==> src/rtl/tsr_pkg.sv <==
package tsr_pkg;

    localparam int TEMP_W  = 11;
    localparam int ADDR_W  = 8;
    localparam int DATA_W  = 8;
    localparam int N_LIM   = 4;
    localparam int PAD_LO  = 2;
    localparam int LO_BITS = DATA_W - PAD_LO;
    localparam int HI_BITS = TEMP_W - LO_BITS;
    localparam int ALARM_W = N_LIM;

    localparam logic [ADDR_W-1:0] A_TYPE_LO = 8'h00;
    localparam logic [ADDR_W-1:0] A_TYPE_HI = 8'h01;
    localparam logic [ADDR_W-1:0] A_REV     = 8'h02;
    localparam logic [ADDR_W-1:0] A_BANK    = 8'h03;
    localparam logic [ADDR_W-1:0] A_VEND    = 8'h04;
    localparam logic [ADDR_W-1:0] A_CAP     = 8'h05;
    localparam logic [ADDR_W-1:0] A_CLR     = 8'h13;
    localparam logic [ADDR_W-1:0] A_ERRCLR  = 8'h14;
    localparam logic [ADDR_W-1:0] A_CFG     = 8'h1A;
    localparam logic [ADDR_W-1:0] A_LIMBASE = 8'h1C;
    localparam logic [ADDR_W-1:0] A_CUR_LO  = 8'h31;
    localparam logic [ADDR_W-1:0] A_CUR_HI  = 8'h32;
    localparam logic [ADDR_W-1:0] A_STAT    = 8'h33;

    localparam logic [DATA_W-1:0] TYPE_LO_VAL = 8'h51;
    localparam logic [DATA_W-1:0] TYPE_HI_VAL = 8'h18;

    typedef logic signed [TEMP_W-1:0] temp_t;

    // threshold slot order also gives the alarm bit position
    typedef enum int unsigned {
        LIM_UPPER  = 0,
        LIM_LOWER  = 1,
        LIM_CUPPER = 2,
        LIM_CLOWER = 3
    } lim_slot_e;

    typedef struct packed {
        logic clower;
        logic cupper;
        logic lower;
        logic upper;
    } alarm_t;

    typedef struct packed {
        logic [N_LIM-1:0] lim_lo;
        logic [N_LIM-1:0] lim_hi;
        logic             clr;
        logic             cfg;
    } wr_dec_t;

    function automatic logic [ADDR_W-1:0] lim_addr(input int slot, input bit hi);
        return A_LIMBASE + ADDR_W'(2 * slot) + ADDR_W'(hi);
    endfunction

    function automatic logic [DATA_W-1:0] temp_lo_byte(input temp_t t);
        return {t[LO_BITS-1:0], {PAD_LO{1'b0}}};
    endfunction

    function automatic logic [DATA_W-1:0] temp_hi_byte(input temp_t t);
        return {{(DATA_W-HI_BITS){1'b0}}, t[TEMP_W-1:LO_BITS]};
    endfunction

    function automatic logic [DATA_W-1:0] odd_parity_byte(input logic [DATA_W-2:0] code);
        return {~^code, code};
    endfunction

    function automatic bit is_upper_slot(input int slot);
        return (slot == LIM_UPPER) || (slot == LIM_CUPPER);
    endfunction

    function automatic logic breached(input int slot, input temp_t s, input temp_t lim);
        if (is_upper_slot(slot)) return s > lim;
        return s < lim;
    endfunction

endpackage

==> src/rtl/tsr_wr_decode.sv <==
module tsr_wr_decode
    import tsr_pkg::*;
(
    input  logic              reg_wr,
    input  logic [ADDR_W-1:0] reg_addr,
    output wr_dec_t           dec
);
    always_comb begin
        dec = '0;
        for (int i = 0; i < N_LIM; i++) begin
            dec.lim_lo[i] = reg_wr && (reg_addr == lim_addr(i, 1'b0));
            dec.lim_hi[i] = reg_wr && (reg_addr == lim_addr(i, 1'b1));
        end
        dec.clr = reg_wr && (reg_addr == A_CLR);
        dec.cfg = reg_wr && (reg_addr == A_CFG);
    end
endmodule

==> src/rtl/tsr_limit_bank.sv <==
module tsr_limit_bank
    import tsr_pkg::*;
(
    input  logic                          clk,
    input  logic                          rst,
    input  wr_dec_t                       dec,
    input  logic [DATA_W-1:0]             wdata,
    output logic [N_LIM-1:0][TEMP_W-1:0]  lim_q
);
    for (genvar g = 0; g < N_LIM; g++) begin : g_slot
        always_ff @(posedge clk) begin
            if (rst) begin
                lim_q[g] <= '0;
            end else begin
                if (dec.lim_lo[g])
                    lim_q[g][LO_BITS-1:0] <= wdata[DATA_W-1:PAD_LO];
                if (dec.lim_hi[g])
                    lim_q[g][TEMP_W-1:LO_BITS] <= wdata[HI_BITS-1:0];
            end
        end
    end
endmodule

==> src/rtl/tsr_monitor.sv <==
module tsr_monitor
    import tsr_pkg::*;
(
    input  logic                          clk,
    input  logic                          rst,
    input  logic                          sample_valid,
    input  temp_t                         sample_temp,
    input  logic [N_LIM-1:0][TEMP_W-1:0]  lim_q,
    input  logic                          clr_we,
    input  logic                          cfg_we,
    input  logic [DATA_W-1:0]             wdata,
    output temp_t                         cur_q,
    output alarm_t                        status_q,
    output logic                          off_q
);
    logic [N_LIM-1:0] hit;
    logic             accept;
    alarm_t           status_nxt;

    assign accept = sample_valid && !off_q;

    for (genvar g = 0; g < N_LIM; g++) begin : g_cmp
        assign hit[g] = breached(g, sample_temp, temp_t'(lim_q[g]));
    end

    // clear first, then a fresh crossing in the same cycle wins
    always_comb begin
        status_nxt = status_q;
        if (clr_we)
            status_nxt = status_nxt & ~alarm_t'(wdata[ALARM_W-1:0]);
        if (accept)
            status_nxt = status_nxt | alarm_t'(hit);
    end

    always_ff @(posedge clk) begin
        if (rst) begin
            cur_q    <= '0;
            status_q <= '0;
            off_q    <= 1'b0;
        end else begin
            if (accept)
                cur_q <= sample_temp;
            status_q <= status_nxt;
            if (cfg_we)
                off_q <= wdata[0];
        end
    end
endmodule

==> src/rtl/tsr_read_mux.sv <==
module tsr_read_mux
    import tsr_pkg::*;
#(
    parameter logic [DATA_W-2:0] BANK_CODE   = 7'h04,
    parameter logic [DATA_W-2:0] VENDOR_CODE = 7'h33,
    parameter int                REV_MAJOR   = 2,
    parameter int                REV_MINOR   = 1,
    parameter bit                TS_SUPPORT  = 1'b1
)(
    input  logic [ADDR_W-1:0]             reg_addr,
    input  logic [N_LIM-1:0][TEMP_W-1:0]  lim_q,
    input  temp_t                         cur_q,
    input  alarm_t                        status_q,
    input  logic                          off_q,
    output logic [DATA_W-1:0]             rdata
);
    localparam logic [1:0] MAJ_F = 2'(REV_MAJOR - 1);
    localparam logic [2:0] MIN_F = 3'(REV_MINOR - 1);
    localparam logic [DATA_W-1:0] REV_BYTE = {2'b00, MAJ_F, MIN_F, 1'b0};
    localparam logic [DATA_W-1:0] CAP_BYTE = {6'b0, TS_SUPPORT, 1'b0};

    always_comb begin
        rdata = '0;
        unique case (reg_addr)
            A_TYPE_LO: rdata = TYPE_LO_VAL;
            A_TYPE_HI: rdata = TYPE_HI_VAL;
            A_REV:     rdata = REV_BYTE;
            A_BANK:    rdata = odd_parity_byte(BANK_CODE);
            A_VEND:    rdata = odd_parity_byte(VENDOR_CODE);
            A_CAP:     rdata = CAP_BYTE;
            A_CFG:     rdata = {{(DATA_W-1){1'b0}}, off_q};
            A_CUR_LO:  rdata = temp_lo_byte(cur_q);
            A_CUR_HI:  rdata = temp_hi_byte(cur_q);
            A_STAT:    rdata = {{(DATA_W-ALARM_W){1'b0}}, status_q};
            default: begin
                for (int i = 0; i < N_LIM; i++) begin
                    if (reg_addr == lim_addr(i, 1'b0)) rdata = temp_lo_byte(temp_t'(lim_q[i]));
                    if (reg_addr == lim_addr(i, 1'b1)) rdata = temp_hi_byte(temp_t'(lim_q[i]));
                end
            end
        endcase
    end
endmodule

==> src/rtl/tsense_regfile.sv <==
module tsense_regfile
    import tsr_pkg::*;
#(
    parameter logic [6:0] BANK_CODE   = 7'h04,
    parameter logic [6:0] VENDOR_CODE = 7'h33,
    parameter int         REV_MAJOR   = 2,
    parameter int         REV_MINOR   = 1,
    parameter bit         TS_SUPPORT  = 1'b1
)(
    input  logic              clk,
    input  logic              rst,
    input  logic              sample_valid,
    input  logic [10:0]       sample_temp,
    input  logic              reg_wr,
    input  logic [7:0]        reg_addr,
    input  logic [7:0]        reg_wdata,
    output logic [7:0]        reg_rdata
);
    wr_dec_t                         dec;
    logic [N_LIM-1:0][TEMP_W-1:0]    lim_q;
    temp_t                           cur_temp;
    alarm_t                          alarm_st;
    logic                            sensor_off;

    tsr_wr_decode u_dec (
        .reg_wr   (reg_wr),
        .reg_addr (reg_addr),
        .dec      (dec)
    );

    tsr_limit_bank u_lim (
        .clk   (clk),
        .rst   (rst),
        .dec   (dec),
        .wdata (reg_wdata),
        .lim_q (lim_q)
    );

    tsr_monitor u_mon (
        .clk          (clk),
        .rst          (rst),
        .sample_valid (sample_valid),
        .sample_temp  (temp_t'(sample_temp)),
        .lim_q        (lim_q),
        .clr_we       (dec.clr),
        .cfg_we       (dec.cfg),
        .wdata        (reg_wdata),
        .cur_q        (cur_temp),
        .status_q     (alarm_st),
        .off_q        (sensor_off)
    );

    tsr_read_mux #(
        .BANK_CODE   (BANK_CODE),
        .VENDOR_CODE (VENDOR_CODE),
        .REV_MAJOR   (REV_MAJOR),
        .REV_MINOR   (REV_MINOR),
        .TS_SUPPORT  (TS_SUPPORT)
    ) u_rd (
        .reg_addr (reg_addr),
        .lim_q    (lim_q),
        .cur_q    (cur_temp),
        .status_q (alarm_st),
        .off_q    (sensor_off),
        .rdata    (reg_rdata)
    );
endmodule

==> config.mk <==
export PLATFORM = sky130hd
export DESIGN_NAME = tsense_regfile
export DESIGN_NICKNAME = d
export VERILOG_FILES = /design/src/rtl/tsr_pkg.sv /design/src/rtl/tsr_wr_decode.sv /design/src/rtl/tsr_limit_bank.sv /design/src/rtl/tsr_monitor.sv /design/src/rtl/tsr_read_mux.sv /design/src/rtl/tsense_regfile.sv
export SDC_FILE = /design/constraint.sdc
export NUM_CORES = 1
export LEC_CHECK = 0
export ABC_AREA = 1
export ABC_CLOCK_PERIOD_IN_PS = 1800
export BUFFER_PORTS_ARGS = -buffer_cell sky130_fd_sc_hd__buf_4
export CAP_MARGIN = 5
export CORE_ASPECT_RATIO = 0.8
export CORE_MARGIN = 2
export CORE_UTILIZATION = 60
export CTS_CLUSTER_SIZE = 20
export DETAILED_ROUTE_END_ITERATION = 8
export HOLD_SLACK_MARGIN = 0.1
export PLACE_DENSITY = 0.81
export SLEW_MARGIN = 20
export SYNTH_ARGS = -nofsm -noshare
export SYNTH_HDL_FRONTEND = slang
export SYNTH_SLANG_ARGS = --single-unit
==> constraint.sdc <==
create_clock -name clk -period 1.8 [get_ports clk]
set_input_delay 0.27 -clock clk [delete_from_list [all_inputs] [get_ports clk]]
set_output_delay 0.27 -clock clk [all_outputs]
set_load 0.005 [all_outputs]
==> flow_summary.ini <==
[outcome]
status = finished, final reports clean

[clocking]
htree_levels = 3
path_clk_slew_ns = 0.07
cts.sinks = 60
cts_buffers = 9
clk_latency_ns = 0.35
cts_root_buffer = clkbuf_8
cts_buffer_depth = 2
cts_hold_buffers = 0
cts_tree = built

[setup_path]
regToRegSetupSlack_ns = 0.19
crit_arrival_ns = 1.50
reg2reg_depth = 9
critPathSlowestCell = nor3_4
critPathMaxFanout = 7
timing.rr.start = u_lim.lim_q[39]$_SDFFE_PP0P_
rr_endpoint = u_mon.status_q[3]$_SDFF_PP0_
crit_chain = buf_6 > nor2_4 > nand3_4 > nor3_4 > buf_4 > nand2_1 > nand3_1 > nor3_2 > nand3_1 > buf_4
startpoint = reg_addr[6]
crit_path_end_kind = primary output
worst-path-buf-inv = 3
worst_ep_required_time_ns = 1.53
cp_num_cells = 10
crit_end = reg_rdata[4]
slowest_delay_ns = 0.25
critical_path_class = input port to primary output
crit_family = simple AND/OR/NAND/NOR gates
cp-start-kind = input port

[routing]
wl_per_cell_um = 17.8
drt_iter0_markers = 391
first_pass_iters = 7
num_vias = 4257
ant_nets = 0
viasPerCell = 5.88
finalWirelength_mm = 12.9
drc = 0

[floorplanning]
core_area_mm2 = 0.00651
num_io_pins = 39
die_w_um = 96.5
rows = 26
dieArea_mm2 = 0.00752
die_y_um = 78.0
start_util_pct = 63.1

[timing]
tns_ns = 0
rsz0062_at_grt = yes
fmax_mhz = 564
slew_headroom_pct = 59.7
setup_violations = 0
worstMarginPinSlew_ns = 0.605
setup_ws_ns = 0.0284
hold_viol_final = 0
skew_ns = 0.00747
drv_slew = 0
finalCriticalPeriod_ns = 1.77
fin_crit_sh_pct = 98.4

[global_route]
grt_pass1_wl_mm = 19.9
grt_use_total_pct = 35.1
antenna_found_initial = 0
globalRouteOverflowTotal = 0
grt_max_degree = 30
first_global_vias = 4010

[synth]
synth_top_area_share_pct = 29.3
async_flop_share_pct = 0
yosysWarningCount = 0
ys_top_cells_by_area = dfxtp_1 29%, ha_1 13%, nand2_1 11%, inv_1 7.3%, nor2_1 6.8%
synthDistinctLibCells = 36
synth_seq_cells = 60
synth_top_cell_by_area = dfxtp_1
synth_ff_type = dfxtp_1
avgSynthCellArea_um2 = 7.21
synthCells = 569
yosysSeqAreaShare_pct = 29.3
synth_edf_count = 0
synth_area_mm2 = 0.00411
syn-num-nets = 642

[finish]
final_layout_size_suffix_gt1_share_pct = 25.2
antennaDiodeCount = 0
fin_nets = 711
design_area_mm2 = 0.00502
fillCellCount = 519
area_growth_pct = 22.2

[power]
powerDensity_mw_per_mm2 = 603
total_leakage_power_nw = 2.13
peakVddDrop_mv = 0.506
power_mw = 3.03

[placement]
globalplace.congestion = 1.03
post-place-ws_ns = 0.0192
hpwl_mm = 9.83
io_buffers = 38
place_area_mm2 = 0.00461

[hold_path]
hold_path_class = input port to register

[run]
cap_violations = 0
-- cell families (layout without fill, tap and decap cells) --
| group | Yosys count | count (layout) | synth area share (%) |
|---|---|---|---|
| flops | 60 | 60 | 29.3 |
| buf+inv | 108 | 179 | 10.4 |
| compound gates | 106 | 106 | 19.1 |
| fa+ha+maj | 42 | 42 | 12.8 |
| simple gates | 253 | 253 | 28.5 |
-- cell usage after synthesis (3+ instances only) --
| cell | n |
|---|---|
| nor3_1 | 4 |
| o21ai_0 | 6 |
| o21ai_1 | 3 |
| nand2_2 | 6 |
| nand4_1 | 19 |
| nor2_1 | 74 |
| inv_2 | 14 |
| dfxtp_1 | 60 |
| a211oi_2 | 19 |
| nor2_4 | 7 |
| nand3_1 | 18 |
| a21oi_1 | 35 |
| inv_1 | 80 |
| nor2_2 | 3 |
| nand2_1 | 115 |
| a211oi_1 | 27 |
| ha_1 | 42 |
| clkbuf_1 | 9 |
-- sequential cells by signal (all words and copies together), names as in the netlist --
| signal | cells |
|---|---|
| u_lim.lim_q | 44 |
| u_mon.off_q | 1 |
| u_mon.cur_q | 11 |
| u_mon.status_q | 4 |
-- cell usage in the layout (no fill, tap or decap), drive strengths merged --
master   count
nand2      121
inv         93
nor2        85
buf         71
dfxtp       60
a211oi      46
ha          42
a21oi       35
nand3       20
nand4       19
clkbuf      10
o21ai        9
nor3         7
clkinv       4
o22ai        2
o2111ai      2
o221ai       2
a21boi       2
a31oi        2
o21a         2
o211ai       2
a221oi       2
nor4         1
bufinv       1
-- what timing repair did --
item / 4_1_cts / 5_1_grt
resized for setup: 2 / 45
setup endpoints to repair: 1 / 5
buffers inserted: 4 / 5
pin swaps: 7 / 14
-- area by class of cell --
type                    count  area, µm²  area share [%]
multi-input cells         401       2580            51.4
flip-flops and latches     60       1200            24.0
repair buffers             71        576            11.5
inverters                  95        374            7.46
clock buffers              10        138            2.74
well taps                  84        105            2.09
clock inverters             3       40.0           0.798
-- per-layer routing --
layer	track usage (%)	wire, µm	share of wire [%]
met3	8.83	1150	9.0
met4	12.3	430	3.3
met1	47.9	5670	44
met2	53.8	5600	44
met5	0	0	0
-- metrics by stage --
stage / util (%) / std cells / hold slack (ns)
6_report: 77.1 / 724 / 0.231
5_1_grt: 77.1 / 724 / 0.226
4_1_cts: 74.1 / 719 / 0.225
3_5_place_dp: 70.8 / 702 / 0.458
3_3_place_gp: 70.8 / 702 / 0.454
2_1_floorplan: - / 569 / 0.414
-- power breakdown --
group	switching [mW]	total (mW)	internal, mW
Sequential	0.0186	1.37	1.35
Clock	0.548	1.20	0.649
Combinational	0.282	0.460	0.178
Total	0.849	3.03	2.18
-- worst min-delay path: stages --
cell	delay [ns]
buf_4	0.10
nor2_1	0.05
a211oi_2	0.12
-- how the worst min path moves through the flow --
| stage | startpoint | end | slack (ns) | cells past startpoint |
|---|---|---|---|---|
| after detailed placement | u_mon.cur_q[3]$_SDFFE_PP0P_ | u_mon.cur_q[3]$_SDFFE_PP0P_ | 0.46 | 2 |
| after global routing | sample_temp[10] | u_mon.cur_q[10]$_SDFFE_PP0P_ | 0.23 | 3 |
| after floorplan | sample_temp[1] | u_mon.cur_q[1]$_SDFFE_PP0P_ | 0.41 | 2 |
| final | reg_wdata[7] | u_lim.lim_q[38]$_SDFFE_PP0P_ | 0.23 | 3 |
| after global placement | u_mon.cur_q[3]$_SDFFE_PP0P_ | u_mon.cur_q[3]$_SDFFE_PP0P_ | 0.45 | 2 |
| after CTS | sample_temp[10] | u_mon.cur_q[10]$_SDFFE_PP0P_ | 0.23 | 3 |
Note: power is estimated with default switching activity, not from simulation.
